**config.mk**
```make
export PLATFORM = sky130hd
export DESIGN_NAME = frame_chain_tx
export DESIGN_NICKNAME = d
export VERILOG_FILES = /design/src/rtl/txc_pkg.sv /design/src/rtl/txc_mem_port.sv /design/src/rtl/txc_idle_timer.sv /design/src/rtl/txc_stat_ctr.sv /design/src/rtl/frame_chain_tx.sv
export SDC_FILE = /design/constraint.sdc
export NUM_CORES = 1
export LEC_CHECK = 0
export BUFFER_PORTS_ARGS = -buffer_cell sky130_fd_sc_hd__buf_4
export CAP_MARGIN = 20
export CORE_UTILIZATION = 59
export DETAILED_ROUTE_END_ITERATION = 8
export PLACE_DENSITY = 0.92
export REMOVE_ABC_BUFFERS = 1
export SLEW_MARGIN = 20
export SYNTH_ARGS = -nofsm -noshare
export SYNTH_HDL_FRONTEND = slang
export SYNTH_SLANG_ARGS = --single-unit
```
**constraint.sdc**
```tcl
create_clock -name clk -period 3.9 [get_ports clk]
set_input_delay 0.78 -clock clk [delete_from_list [all_inputs] [get_ports clk]]
set_output_delay 0.78 -clock clk [all_outputs]
set_load 0.02 [all_outputs]
```
**src/rtl/txc_pkg.sv**
```systemverilog
package txc_pkg;
  localparam int unsigned WORD_W = 16;

  typedef enum logic [1:0] {
    TXS_READY = 2'd0,
    TXS_HIGH  = 2'd1,
    TXS_LOW   = 2'd2,
    TXS_EOF   = 2'd3
  } txs_e;

  // descriptor word offsets
  localparam int unsigned OFF_LINK = 0;
  localparam int unsigned OFF_STAT = 1;
  localparam int unsigned OFF_BUFL = 2;
  localparam int unsigned OFF_BUFH = 3;
  localparam int unsigned OFF_CNT  = 4;
  localparam int unsigned OFF_LEFT = 5;
  localparam int unsigned OFF_PTRL = 8;
  localparam int unsigned OFF_PTRH = 9;

  localparam int unsigned UNDERRUN_BIT = 6;

  typedef enum logic [3:0] {
    PH_IDLE, PH_START, PH_RD_LO, PH_WR_LO, PH_RD_HI, PH_WR_HI, PH_RD_CNT,
    PH_DEC, PH_RD_DATA, PH_WR_CNT, PH_WR_PLO, PH_WR_PHI, PH_RD_NEXT,
    PH_WR_STAT, PH_RD_LINK, PH_ACK
  } ph_e;

  function automatic logic [WORD_W-1:0] count_step(input logic [WORD_W-1:0] c);
    return c - 1'b1;
  endfunction

  function automatic logic count_exhausted(input logic [WORD_W-1:0] c);
    logic [WORD_W-1:0] n;
    n = c - 1'b1;
    return n[WORD_W-1];
  endfunction

  function automatic logic [7:0] pick_byte(input logic [WORD_W-1:0] w, input logic high);
    return high ? w[15:8] : w[7:0];
  endfunction

  function automatic logic [2*WORD_W-1:0] ptr_next(input logic [2*WORD_W-1:0] p);
    return p + 1'b1;
  endfunction
endpackage

```
**src/rtl/txc_mem_port.sv**
```systemverilog
module txc_mem_port #(
  parameter int AW = 16,
  parameter int DW = 16
) (
  input  logic          clk,
  input  logic          rst_n,
  input  logic          go,
  input  logic          we,
  input  logic [AW-1:0] addr,
  input  logic [DW-1:0] wdata,
  output logic          done,
  output logic [DW-1:0] rdata,
  output logic          m_valid,
  output logic          m_we,
  output logic [AW-1:0] m_addr,
  output logic [DW-1:0] m_wdata,
  input  logic          m_ready,
  input  logic          m_rvalid,
  input  logic [DW-1:0] m_rdata
);
  typedef enum logic [1:0] {MP_IDLE, MP_REQ, MP_RSP} mp_e;
  mp_e st;

  always_ff @(posedge clk or negedge rst_n) begin
    if (!rst_n) begin
      st      <= MP_IDLE;
      done    <= 1'b0;
      rdata   <= '0;
      m_valid <= 1'b0;
      m_we    <= 1'b0;
      m_addr  <= '0;
      m_wdata <= '0;
    end else begin
      done <= 1'b0;
      case (st)
        MP_IDLE: if (go) begin
          m_valid <= 1'b1;
          m_we    <= we;
          m_addr  <= addr;
          m_wdata <= wdata;
          st      <= MP_REQ;
        end
        MP_REQ: if (m_ready) begin
          m_valid <= 1'b0;
          if (m_we) begin
            done <= 1'b1;
            st   <= MP_IDLE;
          end else begin
            st <= MP_RSP;
          end
        end
        MP_RSP: if (m_rvalid) begin
          rdata <= m_rdata;
          done  <= 1'b1;
          st    <= MP_IDLE;
        end
        default: st <= MP_IDLE;
      endcase
    end
  end
endmodule

```
**src/rtl/txc_idle_timer.sv**
```systemverilog
module txc_idle_timer #(
  parameter int TW = 16
) (
  input  logic clk,
  input  logic rst_n,
  input  logic tick,
  input  logic clr,
  output logic timeout
);
  logic [TW-1:0] cnt;

  always_ff @(posedge clk or negedge rst_n) begin
    if (!rst_n) begin
      cnt     <= '0;
      timeout <= 1'b0;
    end else begin
      timeout <= !clr && tick && (&cnt);
      if (clr)       cnt <= '0;
      else if (tick) cnt <= cnt + 1'b1;
    end
  end
endmodule

```
**src/rtl/txc_stat_ctr.sv**
```systemverilog
module txc_stat_ctr #(
  parameter int CW = 16
) (
  input  logic          clk,
  input  logic          rst_n,
  input  logic          inc,
  output logic [CW-1:0] value
);
  always_ff @(posedge clk or negedge rst_n) begin
    if (!rst_n)   value <= '0;
    else if (inc) value <= value + 1'b1;
  end
endmodule

```
**src/rtl/frame_chain_tx.sv**
```systemverilog
module frame_chain_tx
  import txc_pkg::*;
#(
  parameter int AW = 16,
  parameter int CW = 16,
  parameter int TW = 16
) (
  input  logic              clk,
  input  logic              rst_n,
  input  logic              tx_req,
  input  logic [7:0]        fr_status,
  output logic              tx_ack,
  output logic              tx_byte_valid,
  output logic [7:0]        tx_byte,
  output logic              cmd_crc_reset,
  output logic              cmd_crc_send,
  output logic              cmd_abort,
  output logic              cmd_idle,
  input  logic              head_load,
  input  logic [WORD_W-1:0] head_ptr,
  output logic [WORD_W-1:0] cur_desc,
  output logic [1:0]        tx_state,
  output logic [CW-1:0]     frames_sent,
  output logic [CW-1:0]     underrun_count,
  input  logic              tick,
  output logic              idle_timeout,
  output logic              mem_req_valid,
  input  logic              mem_req_ready,
  output logic              mem_req_we,
  output logic [AW-1:0]     mem_req_addr,
  output logic [WORD_W-1:0] mem_req_wdata,
  input  logic              mem_rsp_valid,
  input  logic [WORD_W-1:0] mem_rsp_data
);
  localparam int PW = 2 * WORD_W;
  localparam int NSTAT = 2;
  localparam int ST_FRAMES = 0;
  localparam int ST_UNDER  = 1;

  function automatic logic [AW-1:0] dword(input logic [WORD_W-1:0] base, input int unsigned off);
    return base[AW-1:0] + AW'(off);
  endfunction

  ph_e               ph;
  txs_e              st;
  logic              pend, waiting;
  logic [WORD_W-1:0] cur, act, cnt;
  logic [PW-1:0]     ptr;
  logic              f_idle, f_rst, f_crc, f_abort, f_byte;
  logic [7:0]        byte_r;

  // access decode
  logic              acc, acc_we, go, mp_done;
  logic [AW-1:0]     acc_addr;
  logic [WORD_W-1:0] acc_wd, mp_rdata;

  // named internal events
  logic ev_dispatch, ev_underrun, ev_frame_done, ev_exhaust;
  logic [NSTAT-1:0] st_inc;
  logic [CW-1:0]    st_val [NSTAT];

  assign ev_dispatch   = (ph == PH_IDLE) && pend;
  assign ev_underrun   = ev_dispatch && (st == TXS_HIGH || st == TXS_LOW) && fr_status[UNDERRUN_BIT];
  assign ev_frame_done = (ph == PH_RD_LINK) && mp_done;
  assign ev_exhaust    = (ph == PH_DEC) && count_exhausted(cnt);

  always_comb begin
    acc      = 1'b1;
    acc_we   = 1'b0;
    acc_addr = '0;
    acc_wd   = '0;
    case (ph)
      PH_RD_LO:   acc_addr = dword(act, OFF_BUFL);
      PH_WR_LO:   begin acc_we = 1'b1; acc_addr = dword(act, OFF_PTRL); acc_wd = ptr[WORD_W-1:0]; end
      PH_RD_HI:   acc_addr = dword(act, OFF_BUFH);
      PH_WR_HI:   begin acc_we = 1'b1; acc_addr = dword(act, OFF_PTRH); acc_wd = ptr[PW-1:WORD_W]; end
      PH_RD_CNT:  acc_addr = dword(act, OFF_CNT);
      PH_RD_DATA: acc_addr = ptr[AW-1:0];
      PH_WR_CNT:  begin acc_we = 1'b1; acc_addr = dword(act, OFF_LEFT); acc_wd = cnt; end
      PH_WR_PLO:  begin acc_we = 1'b1; acc_addr = dword(act, OFF_PTRL); acc_wd = ptr[WORD_W-1:0]; end
      PH_WR_PHI:  begin acc_we = 1'b1; acc_addr = dword(act, OFF_PTRH); acc_wd = ptr[PW-1:WORD_W]; end
      PH_RD_NEXT: acc_addr = dword(act, OFF_LINK);
      PH_WR_STAT: begin acc_we = 1'b1; acc_addr = dword(act, OFF_STAT); acc_wd = '1; end
      PH_RD_LINK: acc_addr = dword(act, OFF_LINK);
      default:    acc = 1'b0;
    endcase
  end

  assign go = acc && !waiting;

  txc_mem_port #(.AW(AW), .DW(WORD_W)) u_mem (
    .clk(clk), .rst_n(rst_n), .go(go), .we(acc_we), .addr(acc_addr), .wdata(acc_wd),
    .done(mp_done), .rdata(mp_rdata),
    .m_valid(mem_req_valid), .m_we(mem_req_we), .m_addr(mem_req_addr), .m_wdata(mem_req_wdata),
    .m_ready(mem_req_ready), .m_rvalid(mem_rsp_valid), .m_rdata(mem_rsp_data)
  );

  always_ff @(posedge clk or negedge rst_n) begin
    if (!rst_n) begin
      ph <= PH_IDLE; st <= TXS_READY; pend <= 1'b0; waiting <= 1'b0;
      cur <= '0; act <= '0; cnt <= '0; ptr <= '0; byte_r <= '0;
      f_idle <= 1'b0; f_rst <= 1'b0; f_crc <= 1'b0; f_abort <= 1'b0; f_byte <= 1'b0;
    end else begin
      pend <= tx_req | (pend & ~ev_dispatch);
      if (go)           waiting <= 1'b1;
      else if (mp_done) waiting <= 1'b0;
      case (ph)
        PH_IDLE: begin
          if (pend) begin
            f_idle <= 1'b0; f_rst <= 1'b0; f_crc <= 1'b0; f_abort <= 1'b0; f_byte <= 1'b0;
            case (st)
              TXS_READY: ph <= PH_START;
              TXS_EOF:   ph <= PH_WR_STAT;
              default: begin
                if (fr_status[UNDERRUN_BIT]) begin
                  f_abort <= 1'b1;
                  st      <= TXS_READY;
                  ph      <= PH_ACK;
                end else begin
                  ph <= PH_DEC;
                end
              end
            endcase
          end else if (head_load) begin
            cur <= head_ptr;
          end
        end
        PH_START: begin
          if (cur == '0) begin
            f_idle <= 1'b1;
            ph     <= PH_ACK;
          end else begin
            f_rst <= 1'b1;
            act   <= cur;
            ph    <= PH_RD_LO;
          end
        end
        PH_RD_LO:  if (mp_done) begin ptr[WORD_W-1:0] <= mp_rdata; ph <= PH_WR_LO; end
        PH_WR_LO:  if (mp_done) ph <= PH_RD_HI;
        PH_RD_HI:  if (mp_done) begin ptr[PW-1:WORD_W] <= mp_rdata; ph <= PH_WR_HI; end
        PH_WR_HI:  if (mp_done) ph <= PH_RD_CNT;
        PH_RD_CNT: if (mp_done) begin cnt <= mp_rdata; st <= TXS_HIGH; ph <= PH_DEC; end
        PH_DEC: begin
          if (ev_exhaust) begin
            f_crc <= 1'b1;
            ph    <= PH_RD_NEXT;
          end else begin
            cnt <= count_step(cnt);
            ph  <= PH_RD_DATA;
          end
        end
        PH_RD_DATA: if (mp_done) begin
          byte_r <= pick_byte(mp_rdata, st == TXS_HIGH);
          f_byte <= 1'b1;
          ph     <= PH_WR_CNT;
        end
        PH_WR_CNT: if (mp_done) begin
          if (st == TXS_LOW) begin
            ptr <= ptr_next(ptr);
            ph  <= PH_WR_PLO;
          end else begin
            st <= TXS_LOW;
            ph <= PH_ACK;
          end
        end
        PH_WR_PLO: if (mp_done) ph <= PH_WR_PHI;
        PH_WR_PHI: if (mp_done) begin st <= TXS_HIGH; ph <= PH_ACK; end
        PH_RD_NEXT: if (mp_done) begin cur <= mp_rdata; st <= TXS_EOF; ph <= PH_ACK; end
        PH_WR_STAT: if (mp_done) ph <= PH_RD_LINK;
        PH_RD_LINK: if (mp_done) begin cur <= mp_rdata; st <= TXS_READY; ph <= PH_START; end
        PH_ACK: ph <= PH_IDLE;
        default: ph <= PH_IDLE;
      endcase
    end
  end

  assign st_inc[ST_FRAMES] = ev_frame_done;
  assign st_inc[ST_UNDER]  = ev_underrun;

  for (genvar g = 0; g < NSTAT; g++) begin : g_stat
    txc_stat_ctr #(.CW(CW)) u_ctr (.clk(clk), .rst_n(rst_n), .inc(st_inc[g]), .value(st_val[g]));
  end

  assign frames_sent    = st_val[ST_FRAMES];
  assign underrun_count = st_val[ST_UNDER];

  txc_idle_timer #(.TW(TW)) u_tmr (
    .clk(clk), .rst_n(rst_n), .tick(tick), .clr(tx_ack), .timeout(idle_timeout)
  );

  assign tx_ack        = (ph == PH_ACK);
  assign tx_byte_valid = tx_ack & f_byte;
  assign tx_byte       = byte_r;
  assign cmd_crc_reset = tx_ack & f_rst;
  assign cmd_crc_send  = tx_ack & f_crc;
  assign cmd_abort     = tx_ack & f_abort;
  assign cmd_idle      = tx_ack & f_idle;
  assign cur_desc      = cur;
  assign tx_state      = st;
endmodule

```
==> metrics.yaml, run 1 <==
power_and_ir_drop:
  netSwitchingPower_mw: 4.64
  p_seq_share_pct: 38.0
  p_comb_share_pct: 42.0
  power_density_nw_per_um2: 795
  ir_drop_v: 0.000519
  leakage_nw: 5.98
  p_int_mw: 5.91
  totalPowerFinal_mw: 10.5
  power.share.clock_pct: 20.1
  p_sw_share_pct: 44.0
die:
  io_pins: 146
  core_um2: 18800
  start_util_pct: 60.3
  dieArea_um2: 19700
  die_w_um: 140
  die_y_um: 140
  num_rows: 50
final_layout:
  area_delta_synth_final_pct: 17.2
  multi_input_area_um2: 5870
  drive_gt1_share_pct: 18.9
  fin_nets: 1415
  seqCellArea_um2: 5080
  diodes: 0
  final_util_pct: 70.7
  final_cells: 1596
  fillCellCount: 1403
  fin_area_um2: 13300
  reg_top3: "g_stat.u_ctr.value x32, ptr x32"
clocking:
  clock_path_buffers: 3
  root_buffer: "clkbuf_16"
  cts_resized: 0
  post_cts_buffers: 0
  path_clk_slew_ps: 60
  numCtsBuffers: 23
  cts_num_sinks: 203
  clkLatencyLatePin_ps: 520
  cts_tree: "built"
  htreeDepth: 1
  holdBufCountCts: 0
placed_design:
  io_buffers: 138
  placed_area_um2: 12500
  gp_congestion: 0.928
  dp_slack_ps: 752
  place_inst: 1558
  dp_hpwl_mm: 22.9
global_route:
  grt_overflow: 0
  antenna_found_initial: 0
  grt.total_usage_pct: 33.8
  grt_pass1_vias: 9975
  grt_max_degree: 108
  grt_pass1_wl_mm: 52.6
timing:
  period_share_pct: 83.6
  finClkSkew_ps: 24.4
  rsz0062_at_grt: "false"
  holdWs_ps: 345
  setup_ws_ps: 640
  fmax_ghz: 0.307
  tns_ps: 0
  tightestPinTransition_ps: 1030
  setup-violations-final: 0
  relSlewSlack_pct: 30.7
  hold_violations: 0
  fin_crit_ps: 3260
  finalMaxSlewViolations: 0
yosys:
  synth.largest_area_cell: "dfrtp_1"
  synth-seq-cells: 203
  netlist_area_um2: 11300
  synth_top_area_share_pct: 44.9
  synthMostInstantiatedCell: "dfrtp_1"
  ys_seq_area_share_pct: 44.9
  syn_inst: 1243
  yosysWarnings: 0
  synth_edf_count: 0
  ys_top_cells_by_count: "dfrtp_1 (203), nor2_1 (137), nand2_1 (113)"
  async_flop_share_pct: 100
  ys_types: 73
  post_synth.cell_area_avg_um2: 9.10
  synth-main-ff-cell: "dfrtp_1"
  synthTopCellsByArea: "dfrtp_1 (45%), a21oi_1 (4.7%), nor2_1 (4.5%)"
worst_setup_path:
  critPathSlowestCell: "dfrtp_1"
  r2r_end: "u_mem.m_addr[11]"
  cp_data_arrival_time_ps: 3650
  critical-path-max-stage-delay_ps: 590
  cp-start-kind: "register"
  rrSetupSlack_ps: 640
  required_ps: 4290
  critPathMaxFanout: 14
  worstReg2RegStart: "ph[3]"
  end_kind: "register"
  crit_type: "register to register"
  rr_worst_depth: 11
  path_cells: "nor2b_1 -> nand2_1 -> o21ai_0 -> and2_1 -> ha_1 -> a21oi_1 -> o22ai_1 -> and2_1 -> o21ai_0 -> o21bai_1 -> a221o_1"
run_status:
  status: "finished clean"
flow_run:
  drv_cap: 0
hold_path:
  min_path_type: "primary input to asynchronous set/reset pin"
routing:
  ant_nets: 0
  drt_iter0_drc: 1266
  drt-pass1-iter-count: 6
  drc: 0
  post_drt_wl_per_cell_um: 20.8
  viasPerCell: 6.67
  vias: 10600
  routed_wl_mm: 33.2
[kinds of logic (layout without fill, tap and decap cells)]
family	after synthesis	in the layout	share of synthesized area (%)
AO/OA/AOI/OAI	368	368	20.4
multiplexers	65	65	6.16
adder cells (fa/ha/maj)	19	19	2.17
buffers and inverters	99	218	3.44
flip-flops	203	203	44.9
AND/OR/NAND/NOR	440	440	19.1
XOR/XNOR	49	49	3.79
[metal layers]
layer | vias up | share of wire, % | global-route usage (%)
met1 | 5069 | 39 | 44.9
met2 | 673 | 46 | 53.7
met4 | 0 | 4.6 | 15.8
li1 | 4769 | - | -
met3 | 127 | 10 | 6.29
met5 | - | 0 | 0
[worst max-delay path: cells and delay by family, from the launching register on]
kind | cells | cell delay (ps)
compound gates | 6 | 1340
fa+ha+maj | 1 | 270
flops | 1 | 590
simple gates | 4 | 940
[cell type report]
type                    count  area share (%)
inverters                  21           0.594
flip-flops and latches    203            38.3
clock inverters             9           0.764
multi-input cells         941            44.2
repair buffers            159            9.14
well taps                 234            2.21
clock buffers              29            4.74
[cell usage in the layout, fill, tap and decap left out, types with 6 or more instances in the layout]
cell	n
dfrtp_1	203
buf_4	157
nor2_1	137
nand2_1	113
a21oi_1	106
o21ai_0	100
nand3_1	39
mux2_2	37
xnor2_1	30
mux2i_1	28
nand4_1	27
clkbuf_16	23
and3_1	21
a221oi_1	21
o22ai_1	20
inv_1	19
xor2_1	19
ha_1	18
o2bb2ai_1	17
nor3_1	15
and2_1	14
a31oi_1	13
nor4_1	12
o21ai_1	11
and4_1	10
nand2b_1	9
a21o_1	9
a2bb2oi_1	7
a22oi_1	7
nor2b_1	6
a211oi_1	6
or3_1	6
[power groups by stage]
stage	clock (mW)	sequential, mW	combinational [mW]
after floorplan	0	3.97	2.48
after global placement	0	3.94	4.19
after detailed placement	0	3.97	4.34
after CTS	2.13	3.94	4.36
after global routing	2.22	4.06	4.82
final	2.11	4.00	4.43
[how the worst max path moves through the flow]
stage	slack [ps]	from	end	depth (start not counted)
2_1_floorplan	-200	ph[0]	u_mem.m_addr[14]	10
3_3_place_gp	810	ph[3]	u_mem.m_addr[11]	11
3_5_place_dp	750	ph[3]	u_mem.m_addr[11]	11
4_1_cts	700	ph[3]	u_mem.m_addr[11]	11
5_1_grt	360	ph[3]	u_mem.m_addr[11]	11
6_report	640	ph[3]	u_mem.m_addr[11]	11
Power figures use the tool's default switching activity.
==> run 2: changes to the inputs <==
CORE_UTILIZATION = 53   (was 59)
PLACE_DENSITY = 0.88   (was 0.92)
clock period = 2.6 ns   (was 3.9 ns; I/O delays follow)
==> run 2 against run 1 <==
Clock skew down 4.3 ps. Largest cell class unchanged. Setup slack worse by 550 ps. Critical path type unchanged. Critical endpoint is now cnt[8]. Via count up 1.4%. Largest power group unchanged. Routed wire length up 4.0%. Non-clock buffer count up 52. Register-to-register slack worse by 550 ps. Sequential cell count unchanged. Combinational power up 68%. Cell area up 4.2%. Global-route usage down 2.3 points. Highest routed layer unchanged.
==> metrics.yaml, run 2 (synthesis gave the netlist of run 1 again) <==
run_status:
  status: "finished clean"  # unchanged
routing:
  viasPerCell: 6.38  # was 6.67
  ant_nets: 0  # unchanged
  drt_iter0_drc: 1345  # was 1266
  drc: 0  # unchanged
  drt-pass1-iter-count: 9  # was 6
  post_drt_wl_per_cell_um: 20.4  # was 20.8 um
  vias: 10800  # was 10600
  routed_wl_mm: 34.5  # was 33.2 mm
worst_setup_path:
  end_kind: "register"  # unchanged
  rrSetupSlack_ps: 90  # was 640 ps
  r2r_end: "cnt[8]"  # was u_mem.m_addr[11]
  crit_type: "register to register"  # unchanged
  rr_worst_depth: 6  # was 11
  critical-path-max-stage-delay_ps: 470  # was 590 ps
  path_cells: "or3_4 -> or4_4 -> o31a_1 -> o31a_4 -> a211oi_1 -> o22a_1"  # was nor2b_1 -> nand2_1 -> o21ai_0 -> and2_1 -> ha_1 -> a21oi_1 -> o22ai_1 -> and2_1 -> o21ai_0 -> o21bai_1 -> a221o_1
  critPathLaunch: "cnt[10]"  # was ph[3]
  cp_data_arrival_time_ps: 2970  # was 3650 ps
  critPathSlowestCell: "or4_4"  # was dfrtp_1
  cp-start-kind: "register"  # unchanged
  worstReg2RegStart: "cnt[10]"  # was ph[3]
  required_ps: 3060  # was 4290 ps
  critPathMaxFanout: 12  # was 14
die:
  die_y_um: 148  # was 140 um
  die_w_um: 148  # was 140 um
  start_util_pct: 54.0  # was 60.3%
  core_um2: 21000  # was 18800 um2
  io_pins: 146  # unchanged
  num_rows: 53  # was 50
  dieArea_um2: 21900  # was 19700 um2
timing:
  rsz0062_at_grt: "true"  # was false
  hold_violations: 0  # unchanged
  fmax_ghz: 0.398  # was 0.307 GHz
  tns_ps: 0  # unchanged
  tightestPinTransition_ps: 657  # was 1030 ps
  setup_ws_ps: 86.1  # was 640 ps
  relSlewSlack_pct: 56.2  # was 30.7%
  fin_crit_ps: 2510  # was 3260 ps
  holdWs_ps: 48.2  # was 345 ps
  setup-violations-final: 0  # unchanged
  period_share_pct: 96.7  # was 83.6%
  finClkSkew_ps: 20.1  # was 24.4 ps
  finalMaxSlewViolations: 0  # unchanged
global_route:
  grt_overflow: 0  # unchanged
  grt.total_usage_pct: 31.4  # was 33.8%
  grt_pass1_vias: 10400  # was 9975
  use_met3_pct: 4.91  # was 6.29%
  grt_max_degree: 74  # was 108
  grt_pass1_wl_mm: 54.8  # was 52.6 mm
  antenna_found_initial: 0  # unchanged
  busiest_layer: "met2"  # unchanged
  gr-usage-met1_pct: 42.3  # was 44.9%
  use_met2_pct: 50.0  # was 53.7%
final_layout:
  layout_commonest_cell: "buf_4"  # was dfrtp_1
  drive_gt1_share_pct: 22.6  # was 18.9%
  layout_common_cells: "buf_4 (202), dfrtp_1 (201), nor2_1 (137), nand2_1 (112), a21oi_1 (104)"  # was dfrtp_1 (203), buf_4 (157), nor2_1 (137), nand2_1 (113), a21oi_1 (106)
  area_delta_synth_final_pct: 22.1  # was 17.2%
  fin_nets: 1466  # was 1415
  final_cells: 1690  # was 1596
  diodes: 0  # unchanged
  final_util_pct: 65.9  # was 70.7%
  fillCellCount: 1717  # was 1403
  fin_area_um2: 13800  # was 13300 um2
  reg_top3: "g_stat.u_ctr.value x32, ptr x32"  # unchanged
placed_design:
  place_inst: 1651  # was 1558
  io_buffers: 138  # unchanged
  placed_area_um2: 13000  # was 12500 um2
  dp_hpwl_mm: 24.6  # was 22.9 mm
  dp_slack_ps: 29.4  # was 752 ps
  gp_congestion: 0.947  # was 0.928
clocking:
  clkLatencyLatePin_ps: 520  # about the same
  cts_tree: "built"  # unchanged
  numCtsBuffers: 22  # was 23
  path_clk_slew_ps: 60  # about the same
  root_buffer: "clkbuf_16"  # unchanged
  clock_path_buffers: 3  # unchanged
  cts_num_sinks: 203  # unchanged
  htreeDepth: 1  # unchanged
flow_run:
  drv_cap: 0  # unchanged
power_and_ir_drop:
  totalPowerFinal_mw: 16.3  # was 10.5 mW
  power_density_nw_per_um2: 1180  # was 795 nW/um2
  leakage_nw: 6.27  # was 5.98 nW
  ir_drop_v: 0.000742  # was 0.000519 V
hold_path:
  min_path_type: "primary input to asynchronous set/reset pin"  # unchanged
-- run 2: cell types whose count changed in the layout (fill, tap and decap cells not counted), moves of 2 or more --
cell	delta
a21oi_1	-2
a21oi_2	+2
buf_12	+6
buf_4	+45
bufinv_16	-2
clkbuf_1	+2
clkbuf_8	+2
dfrtp_1	-2
dfrtp_2	+2
-- run 2: layout make-up --
class / instances / area (um2) / area share [%]
Multi-Input combinational cell: 941 / 5930 / 42.9
Timing Repair Buffer: 211 / 1690 / 12.2
Inverter: 21 / 78.8 / 0.571
Sequential cell: 203 / 5080 / 36.8
Tap cell: 275 / 344 / 2.49
Clock buffer: 33 / 663 / 4.80
Clock inverter: 6 / 32.5 / 0.235
-- run 2: routing by layer --
layer	wire length (um)	up-vias
li1	-	4844
met1	13800	5189
met2	15900	617
met3	3150	138
met4	1660	0
met5	0	-
-- run 2: what timing repair did --
action	in CTS	in global routing
buffers inserted	0	0
gates resized for setup	4	14
pin swaps	0	1
hold buffers	0	0
setup endpoints to repair	5	20
endpoints found under the hold margin	0	0
-- run 2: worst max-delay path by stage --
| stage | to | slack, ps | cells after the start |
|---|---|---|---|
| 3_3_place_gp | u_mem.m_addr[11] | 80 | 11 |
| 4_1_cts | u_mem.m_addr[11] | 20 | 11 |
| 5_1_grt | u_mem.m_addr[11] | -10 | 11 |
| 6_report | cnt[8] | 90 | 6 |
| 2_1_floorplan | u_mem.m_addr[14] | -1500 | 10 |
| 3_5_place_dp | cnt[0] | 30 | 6 |
-- run 2: worst max-delay path: cells and delay by family, from the launching register on --
kind,cells,cell delay [ps]
compound gates,4,1150
flops,1,410
simple gates,2,900
-- run 2: power breakdown --
part	internal (mW)	total [mW]	switching, mW	leakage (nW)
clock	1.76	3.03	1.27	0.345
sequential	4.24	5.86	1.62	2.63
combinational	3.18	7.43	4.25	3.30
total	9.18	16.3	7.14	6.27
